## src/rtl/exc_pkg.sv

```systemverilog
package exc_pkg;

   localparam int unsigned CAUSE_W = 3;

   // Encoding is visible at the ports; values are fixed.
   typedef enum logic [CAUSE_W-1:0] {
      CAUSE_NONE     = 3'd0,
      CAUSE_SYSCALL  = 3'd1,
      CAUSE_BREAK    = 3'd2,
      CAUSE_LD_FAULT = 3'd3,
      CAUSE_ST_FAULT = 3'd4
   } cause_e;

endpackage

```

## src/rtl/exc_stage_reg.sv

```systemverilog
module exc_stage_reg
   import exc_pkg::*;
#(
   parameter int unsigned AW        = 32,
   parameter bit          ASYNC_RST = 1'b1
) (
   input  logic          clk,
   input  logic          rst_n,
   input  logic          clear_i,
   input  logic          load_i,
   input  logic          d_valid_i,
   input  cause_e        d_cause_i,
   input  logic [AW-1:0] d_addr_i,
   output logic          q_valid_o,
   output cause_e        q_cause_o,
   output logic [AW-1:0] q_addr_o
);

   logic          nx_valid;
   cause_e        nx_cause;
   logic [AW-1:0] nx_addr;

   // Clear wins over load; no load means hold.
   always_comb begin
      nx_valid = q_valid_o;
      nx_cause = q_cause_o;
      nx_addr  = q_addr_o;
      if (clear_i) begin
         nx_valid = 1'b0;
         nx_cause = CAUSE_NONE;
         nx_addr  = '0;
      end else if (load_i) begin
         nx_valid = d_valid_i;
         nx_cause = d_cause_i;
         nx_addr  = d_addr_i;
      end
   end

   generate
      if (ASYNC_RST) begin : g_arst
         always_ff @(posedge clk or negedge rst_n) begin
            if (!rst_n) begin
               q_valid_o <= 1'b0;
               q_cause_o <= CAUSE_NONE;
               q_addr_o  <= '0;
            end else begin
               q_valid_o <= nx_valid;
               q_cause_o <= nx_cause;
               q_addr_o  <= nx_addr;
            end
         end
      end else begin : g_srst
         always_ff @(posedge clk) begin
            if (!rst_n) begin
               q_valid_o <= 1'b0;
               q_cause_o <= CAUSE_NONE;
               q_addr_o  <= '0;
            end else begin
               q_valid_o <= nx_valid;
               q_cause_o <= nx_cause;
               q_addr_o  <= nx_addr;
            end
         end
      end
   endgenerate

endmodule

```

## src/rtl/exc_decode_merge.sv

```systemverilog
module exc_decode_merge
   import exc_pkg::*;
(
   input  logic               valid_i,
   input  cause_e             carried_i,
   input  logic               trap_i,
   input  logic [CAUSE_W-1:0] trap_cause_i,
   output cause_e             cause_o,
   output logic               raise_o
);

   // Earliest cause wins; empty slots never raise.
   always_comb begin
      cause_o = CAUSE_NONE;
      if (valid_i) begin
         if (carried_i != CAUSE_NONE) begin
            cause_o = carried_i;
         end else if (trap_i) begin
            cause_o = cause_e'(trap_cause_i);
         end
      end
   end

   assign raise_o = (cause_o != CAUSE_NONE);

endmodule

```

## src/rtl/exc_mem_commit.sv

```systemverilog
module exc_mem_commit
   import exc_pkg::*;
#(
   parameter int unsigned AW             = 32,
   parameter int unsigned INSN_BYTES     = 4,
   parameter bit          LD_FAULT_FIRST = 1'b1
) (
   input  logic          valid_i,
   input  cause_e        carried_i,
   input  logic [AW-1:0] addr_i,
   input  logic          rd_req_i,
   input  logic          wr_req_i,
   input  logic          sync_req_i,
   input  logic          rw_req_i,
   input  logic          ld_fault_i,
   input  logic          st_fault_i,
   output logic          rd_en_o,
   output logic          wr_en_o,
   output logic          sync_en_o,
   output logic          rw_en_o,
   output logic          commit_o,
   output cause_e        cause_o,
   output logic [AW-1:0] target_o,
   output logic          brk_o
);

   localparam logic [AW-1:0] STEP = AW'(INSN_BYTES);

   cause_e fault_cause;
   logic   clean;

   generate
      if (LD_FAULT_FIRST) begin : g_ld_first
         always_comb begin
            if (ld_fault_i)      fault_cause = CAUSE_LD_FAULT;
            else if (st_fault_i) fault_cause = CAUSE_ST_FAULT;
            else                 fault_cause = CAUSE_NONE;
         end
      end else begin : g_st_first
         always_comb begin
            if (st_fault_i)      fault_cause = CAUSE_ST_FAULT;
            else if (ld_fault_i) fault_cause = CAUSE_LD_FAULT;
            else                 fault_cause = CAUSE_NONE;
         end
      end
   endgenerate

   // Carried cause ranks above a fault raised here.
   always_comb begin
      cause_o = CAUSE_NONE;
      if (valid_i) begin
         cause_o = (carried_i != CAUSE_NONE) ? carried_i : fault_cause;
      end
   end

   assign commit_o  = (cause_o != CAUSE_NONE);
   assign clean     = valid_i & ~commit_o;
   assign rd_en_o   = rd_req_i   & clean;
   assign wr_en_o   = wr_req_i   & clean;
   assign sync_en_o = sync_req_i & clean;
   assign rw_en_o   = rw_req_i   & clean;
   assign target_o  = addr_i + STEP;
   assign brk_o     = (cause_o == CAUSE_BREAK);

endmodule

```

## src/rtl/exc_commit_ctrl.sv

```systemverilog
module exc_commit_ctrl
   import exc_pkg::*;
#(
   parameter int unsigned AW             = 32,
   parameter int unsigned INSN_BYTES     = 4,
   parameter bit          ASYNC_RST      = 1'b1,
   parameter bit          LD_FAULT_FIRST = 1'b1
) (
   input  logic          clk,
   input  logic          rst_n,
   input  logic          if_valid_i,
   input  logic [AW-1:0] if_addr_i,
   input  logic          id_trap_i,
   input  logic [2:0]    id_trap_cause_i,
   input  logic          hold_i,
   input  logic          br_take_i,
   input  logic [AW-1:0] br_target_i,
   input  logic          mem_rd_req_i,
   input  logic          mem_wr_req_i,
   input  logic          mem_sync_req_i,
   input  logic          reg_wr_req_i,
   input  logic          mem_ld_fault_i,
   input  logic          mem_st_fault_i,
   output logic          flush_fd_o,
   output logic          flush_de_o,
   output logic          flush_em_o,
   output logic          pc_load_o,
   output logic [AW-1:0] pc_target_o,
   output logic          exc_commit_o,
   output logic [2:0]    exc_cause_o,
   output logic          brk_hit_o,
   output logic          mem_rd_en_o,
   output logic          mem_wr_en_o,
   output logic          mem_sync_en_o,
   output logic          reg_wr_en_o
);

   generate
      if (AW < 8) begin : g_bad_aw
         $error("exc_commit_ctrl: AW must be at least 8");
      end
      if (INSN_BYTES == 0 || (INSN_BYTES & (INSN_BYTES - 1)) != 0) begin : g_bad_step
         $error("exc_commit_ctrl: INSN_BYTES must be a power of two");
      end
   endgenerate

   logic          fd_valid, de_valid, em_valid;
   cause_e        fd_cause, de_cause, em_cause;
   logic [AW-1:0] fd_addr, de_addr, em_addr;

   cause_e        dec_cause;
   logic          dec_raise;
   logic          ex_raise;
   logic          commit;
   cause_e        commit_cause;
   logic [AW-1:0] redirect_pc;
   logic          advance;

   // Older stage exception squashes every younger slot.
   assign ex_raise   = de_valid && (de_cause != CAUSE_NONE);
   assign flush_em_o = commit;
   assign flush_de_o = commit | ex_raise;
   assign flush_fd_o = commit | ex_raise | dec_raise;
   assign advance    = ~hold_i | flush_fd_o;

   exc_stage_reg #(.AW(AW), .ASYNC_RST(ASYNC_RST)) u_fd (
      .clk(clk), .rst_n(rst_n), .clear_i(flush_fd_o), .load_i(advance),
      .d_valid_i(if_valid_i), .d_cause_i(CAUSE_NONE), .d_addr_i(if_addr_i),
      .q_valid_o(fd_valid), .q_cause_o(fd_cause), .q_addr_o(fd_addr)
   );

   exc_decode_merge u_dec (
      .valid_i(fd_valid), .carried_i(fd_cause), .trap_i(id_trap_i),
      .trap_cause_i(id_trap_cause_i), .cause_o(dec_cause), .raise_o(dec_raise)
   );

   exc_stage_reg #(.AW(AW), .ASYNC_RST(ASYNC_RST)) u_de (
      .clk(clk), .rst_n(rst_n), .clear_i(flush_de_o), .load_i(advance),
      .d_valid_i(fd_valid), .d_cause_i(dec_cause), .d_addr_i(fd_addr),
      .q_valid_o(de_valid), .q_cause_o(de_cause), .q_addr_o(de_addr)
   );

   // Execute forwards the tag untouched.
   exc_stage_reg #(.AW(AW), .ASYNC_RST(ASYNC_RST)) u_em (
      .clk(clk), .rst_n(rst_n), .clear_i(flush_em_o), .load_i(advance),
      .d_valid_i(de_valid), .d_cause_i(de_cause), .d_addr_i(de_addr),
      .q_valid_o(em_valid), .q_cause_o(em_cause), .q_addr_o(em_addr)
   );

   exc_mem_commit #(
      .AW(AW), .INSN_BYTES(INSN_BYTES), .LD_FAULT_FIRST(LD_FAULT_FIRST)
   ) u_mem (
      .valid_i(em_valid), .carried_i(em_cause), .addr_i(em_addr),
      .rd_req_i(mem_rd_req_i), .wr_req_i(mem_wr_req_i),
      .sync_req_i(mem_sync_req_i), .rw_req_i(reg_wr_req_i),
      .ld_fault_i(mem_ld_fault_i), .st_fault_i(mem_st_fault_i),
      .rd_en_o(mem_rd_en_o), .wr_en_o(mem_wr_en_o),
      .sync_en_o(mem_sync_en_o), .rw_en_o(reg_wr_en_o),
      .commit_o(commit), .cause_o(commit_cause), .target_o(redirect_pc),
      .brk_o(brk_hit_o)
   );

   // Exception redirect outranks any branch.
   assign pc_load_o    = commit | br_take_i;
   assign pc_target_o  = commit ? redirect_pc : br_target_i;
   assign exc_commit_o = commit;
   assign exc_cause_o  = commit_cause;

endmodule

```

## config.mk

```make
export PLATFORM = sky130hd
export DESIGN_NAME = exc_commit_ctrl
export DESIGN_NICKNAME = d
export VERILOG_FILES = /design/src/rtl/exc_pkg.sv /design/src/rtl/exc_stage_reg.sv /design/src/rtl/exc_decode_merge.sv /design/src/rtl/exc_mem_commit.sv /design/src/rtl/exc_commit_ctrl.sv
export SDC_FILE = /design/constraint.sdc
export NUM_CORES = 1
export LEC_CHECK = 0
export ABC_AREA = 1
export BUFFER_PORTS_ARGS = -buffer_cell sky130_fd_sc_hd__buf_4
export CAP_MARGIN = 20
export CELL_PAD_IN_SITES_DETAIL_PLACEMENT = 0
export CELL_PAD_IN_SITES_GLOBAL_PLACEMENT = 2
export CORE_UTILIZATION = 28
export CTS_CLUSTER_DIAMETER = 80
export CTS_CLUSTER_SIZE = 25
export DETAILED_ROUTE_END_ITERATION = 16
export GPL_TIMING_DRIVEN = 0
export PLACE_DENSITY_LB_ADDON = 0.1
export SLEW_MARGIN = 20
export SYNTH_ARGS = -nofsm -noshare
export SYNTH_HDL_FRONTEND = slang
export SYNTH_SLANG_ARGS = --single-unit
```

## constraint.sdc

```tcl
create_clock -name clk -period 1.6 [get_ports clk]
set_clock_uncertainty 0.2 [all_clocks]
set_input_delay 0.16 -clock clk [delete_from_list [all_inputs] [get_ports clk]]
set_output_delay 0.16 -clock clk [all_outputs]
set_load 0.005 [all_outputs]
```

==> key figures <==
Timing
  – Rel. slew slack: 42.0%
  – Min cycle time layout: 2.28 ns
  – Final WS setup: -0.675 ns
  – Tightest Pin Transition: 0.869 ns
  – WHS: 0.158 ns
  – Fmax: 0.440 GHz
  – Setup violations, final: 150
  – Max Slew Vio Count: 0
  – Crit share post-route: 142%
  – RSZ-0062 raised after global routing: true
  – Hold Vio Cnt, Final: 0

Place
  – Port Buffer Count: 122
  – GP Congestion: 0.860
  – Hpwl dp: 15100 um
  – Setup WS pre-CTS: -0.541 ns

Floorplan
  – Ports: 124
  – Die height: 151 um
  – Core Area: 21800 um2
  – # rows: 54
  – Initial core utilization: 28.5%
  – Die Wd: 151 um
  – Die area: 22700 um2

Worst setup path
  – CP Depth: 11
  – CP most frequent cell: buf_12
  – Slowest stage delay, CP: 0.39 ns
  – Cell-by-cell trace of the critical path: inv_2, buf_4, o21ai_2, nand2_2, nand3_4, buf_12, nor2_4, buf_8, nand2_8, buf_12, buf_6
  – CP delay by family, top: buffers and inverters
  – Slowest library cell on the worst path: dfrtp_1
  – Sum of buffers and inverters on the critical path: 6
  – Setup CP Type: reg -> out
  – CP arrival: 1.92 ns
  – WP data required: 1.24 ns
  – Path depth of the worst reg2reg path: 14
  – Crit path launch type: register
  – CP Max Fanout: 3
  – Element type at the critical path end: output pin

Global routing
  – Total track usage: 19.5%
  – First-pass GRT wire length: 33700 um
  – Initial antenna violation count: 0
  – Global route overflow: 0
  – Vias in the first global route: 6179
  – Largest net degree at the start of global routing: 106

Layout
  – Footprint of the multi-input gates: 3450 um2
  – Share of layout cells above drive strength 1: 37.0%
  – Final #Nets: 1186
  – Antenna cells: 0
  – Sequential standard cell area: 2640 um2
  – Most frequent cells in the layout: nand2_1 (267), buf_4 (149), dfrtp_1 (94), nand4_1 (74)
  – Synth-to-Final Area Change: 62.1%
  – Fillers: 2259
  – Commonest non-fill, non-tap cell in the layout: nand2_1

Min path
  – Worst Hold Class: in -> reg
  – Hold Path Depth: 4

CTS
  – CTS tree: done
  – Max clock buf depth: 2
  – Clock buffer count from CTS: 9
  – Clock tree sinks: 105
  – Clock slew seen by the registers of the worst setup and hold paths: 0.07 ns
  – CTS H-tree depth: 3
  – Clk Latency, worst-skew pair: 0.35 ns
  – Root Buffer: clkbuf_16

Routing
  – Initial detailed-routing violation count: 185
  – WL/cell: 15.5 um
  – DR vias/cell: 4.55
  – Antenna violation net count after detailed routing: 0
  – Initial DRT Pass Iterations: 10
  – Residual DRC: 1
  – Drt total wl: 21500 um
  – Vias: 6323

Synthesis
  – Seq/Total Area, Yosys: 42.4%
  – EDFF count, synth: 0
  – Top FF cell, synth: dfrtp_1
  – Post-Syn Area: 6200 um2
  – Synth Area per Inst: 7.25 um2
  – Synth Register Bits: 105
  – Yosys warns: 0
  – Synth async-reset ratio: 100%
  – Post-Syn Instances: 855
  – Library cells used by synthesis: 30
  – Syn_nets: 935

Pwr
  – Pwr Density: 2110 nW/um2
  – Maximum vdd drop: 1020 uV
  – Leakage: 4.81 nW

Status
  – Outcome: complete, but fails checks
  – Failing checks: DRC, setup timing

Run
  – Max_cap viols: 0
-- final timing paths --
path                                        start           endpoint  slack [ns]
worst max-delay path            u_em.q_cause_o[1]         flush_fd_o       -0.68
worst max register to register  u_em.q_cause_o[1]  u_fd.q_addr_o[22]       -0.60
worst min-delay path                       hold_i  u_em.q_addr_o[31]        0.16
max in group asynchronous                   rst_n  u_de.q_addr_o[29]        0.32
worst min register to register  u_de.q_addr_o[25]  u_de.q_addr_o[25]        0.32
min in group asynchronous                   rst_n   u_em.q_addr_o[6]        0.25
-- kinds of logic after synthesis --
group / after synthesis / share of synthesized area [%]
AO/OA/AOI/OAI: 91 / 10.7
adder cells (fa/ha/maj): 1 / 0.202
buffers and inverters: 134 / 9.49
AND/OR/NAND/NOR: 512 / 35.6
flip-flops: 105 / 42.4
XOR/XNOR: 12 / 1.70
-- layer usage --
| metal | GRT usage (%) | wire (um) | part of all wire (%) |
|---|---|---|---|
| met5 | 0 | 0 | 0 |
| met2 | 34.6 | 10800 | 50 |
| met4 | 6.30 | 391 | 1.8 |
| met1 | 25.0 | 9770 | 45 |
| met3 | 1.54 | 556 | 2.6 |
-- worst register-to-register path, cell delays in order (launching register included) --
cell and delay (ns):
dfrtp_1 0.39, inv_2 0.08, buf_4 0.11, o21ai_2 0.05
nand2_2 0.12, nand3_4 0.12, buf_12 0.15, nor2_4 0.12
buf_8 0.15, nand2_8 0.06, buf_12 0.12, buf_4 0.13
buf_8 0.12, buf_12 0.13, a21oi_2 0.10
-- synthesized netlist by cell type, types with 2 or more instances --
| master | number | area share (%) |
|---|---|---|
| nand2_1 | 313 | 19 |
| inv_1 | 71 | 4.3 |
| o21ai_1 | 2 | 0.16 |
| o211ai_1 | 33 | 4.0 |
| or2_2 | 2 | 0.20 |
| nor2_1 | 89 | 5.4 |
| a21oi_1 | 4 | 0.32 |
| buf_4 | 8 | 0.97 |
| a21oi_2 | 29 | 4.1 |
| nand3b_1 | 4 | 0.48 |
| nand3_1 | 16 | 1.3 |
| dfrtp_1 | 105 | 42 |
| nand4_1 | 74 | 7.5 |
| inv_2 | 3 | 0.18 |
| buf_6 | 3 | 0.54 |
| nand3_2 | 2 | 0.32 |
| a31oi_1 | 10 | 1.0 |
| nor3_1 | 8 | 0.65 |
| buf_2 | 26 | 2.1 |
| clkbuf_1 | 20 | 1.2 |
| xor2_1 | 8 | 1.1 |
| o21ai_0 | 12 | 0.97 |
| xnor2_1 | 4 | 0.57 |
| buf_1 | 3 | 0.18 |
-- metrics by stage --
stage | instance area (um2) | TNS (ns) | total power, mW | cells | utilization (%)
global placement | 7550 | -62.93 | 12.6 | 1257 | 34.7
global route | 10100 | -92.85 | 22.7 | 1390 | 46.2
floorplan | 6290 | -3.84 | 9.66 | 855 | -
detailed placement | 7560 | -56.15 | 12.7 | 1257 | 34.7
CTS | 9690 | -81.51 | 21.0 | 1375 | 44.5
finish | 10100 | -76.94 | 21.2 | 1390 | 46.2
-- sequential cells by signal (all words and copies together) (netlist names) --
name            cells
u_de.q_addr_o      32
u_de.q_cause_o      3
u_de.q_valid_o      1
u_em.q_addr_o      32
u_em.q_cause_o      3
u_em.q_valid_o      1
u_fd.q_addr_o      32
u_fd.q_valid_o      1
-- report_power, final --
| group | internal, mW | leakage [nW] | switching (mW) |
|---|---|---|---|
| logic | 7.58 | 3.28 | 6.25 |
| clock network | 1.41 | 0.152 | 1.00 |
| registers | 3.90 | 1.38 | 1.09 |
| total | 12.9 | 4.81 | 8.34 |
-- layout make-up --
cell class	instances	area share, %
multi-input cells	616	34.4
flip-flops and latches	105	26.3
repair buffers	241	24.5
plain buffers	59	5.37
well taps	280	3.49
inverters	74	2.81
clock buffers	11	2.42
clock inverters	4	0.759
-- what timing repair did --
| item | in CTS | in global routing |
|---|---|---|
| setup buffers | 49 | 23 |
| hold buffers | 37 | 0 |
| pin swaps | 65 | 50 |
| endpoints found under the setup margin | 150 | 152 |
| hold endpoints to repair | 141 | 0 |
| resized for setup | 187 | 86 |
| cloned | 18 | 2 |
Power figures use the tool's default switching activity.
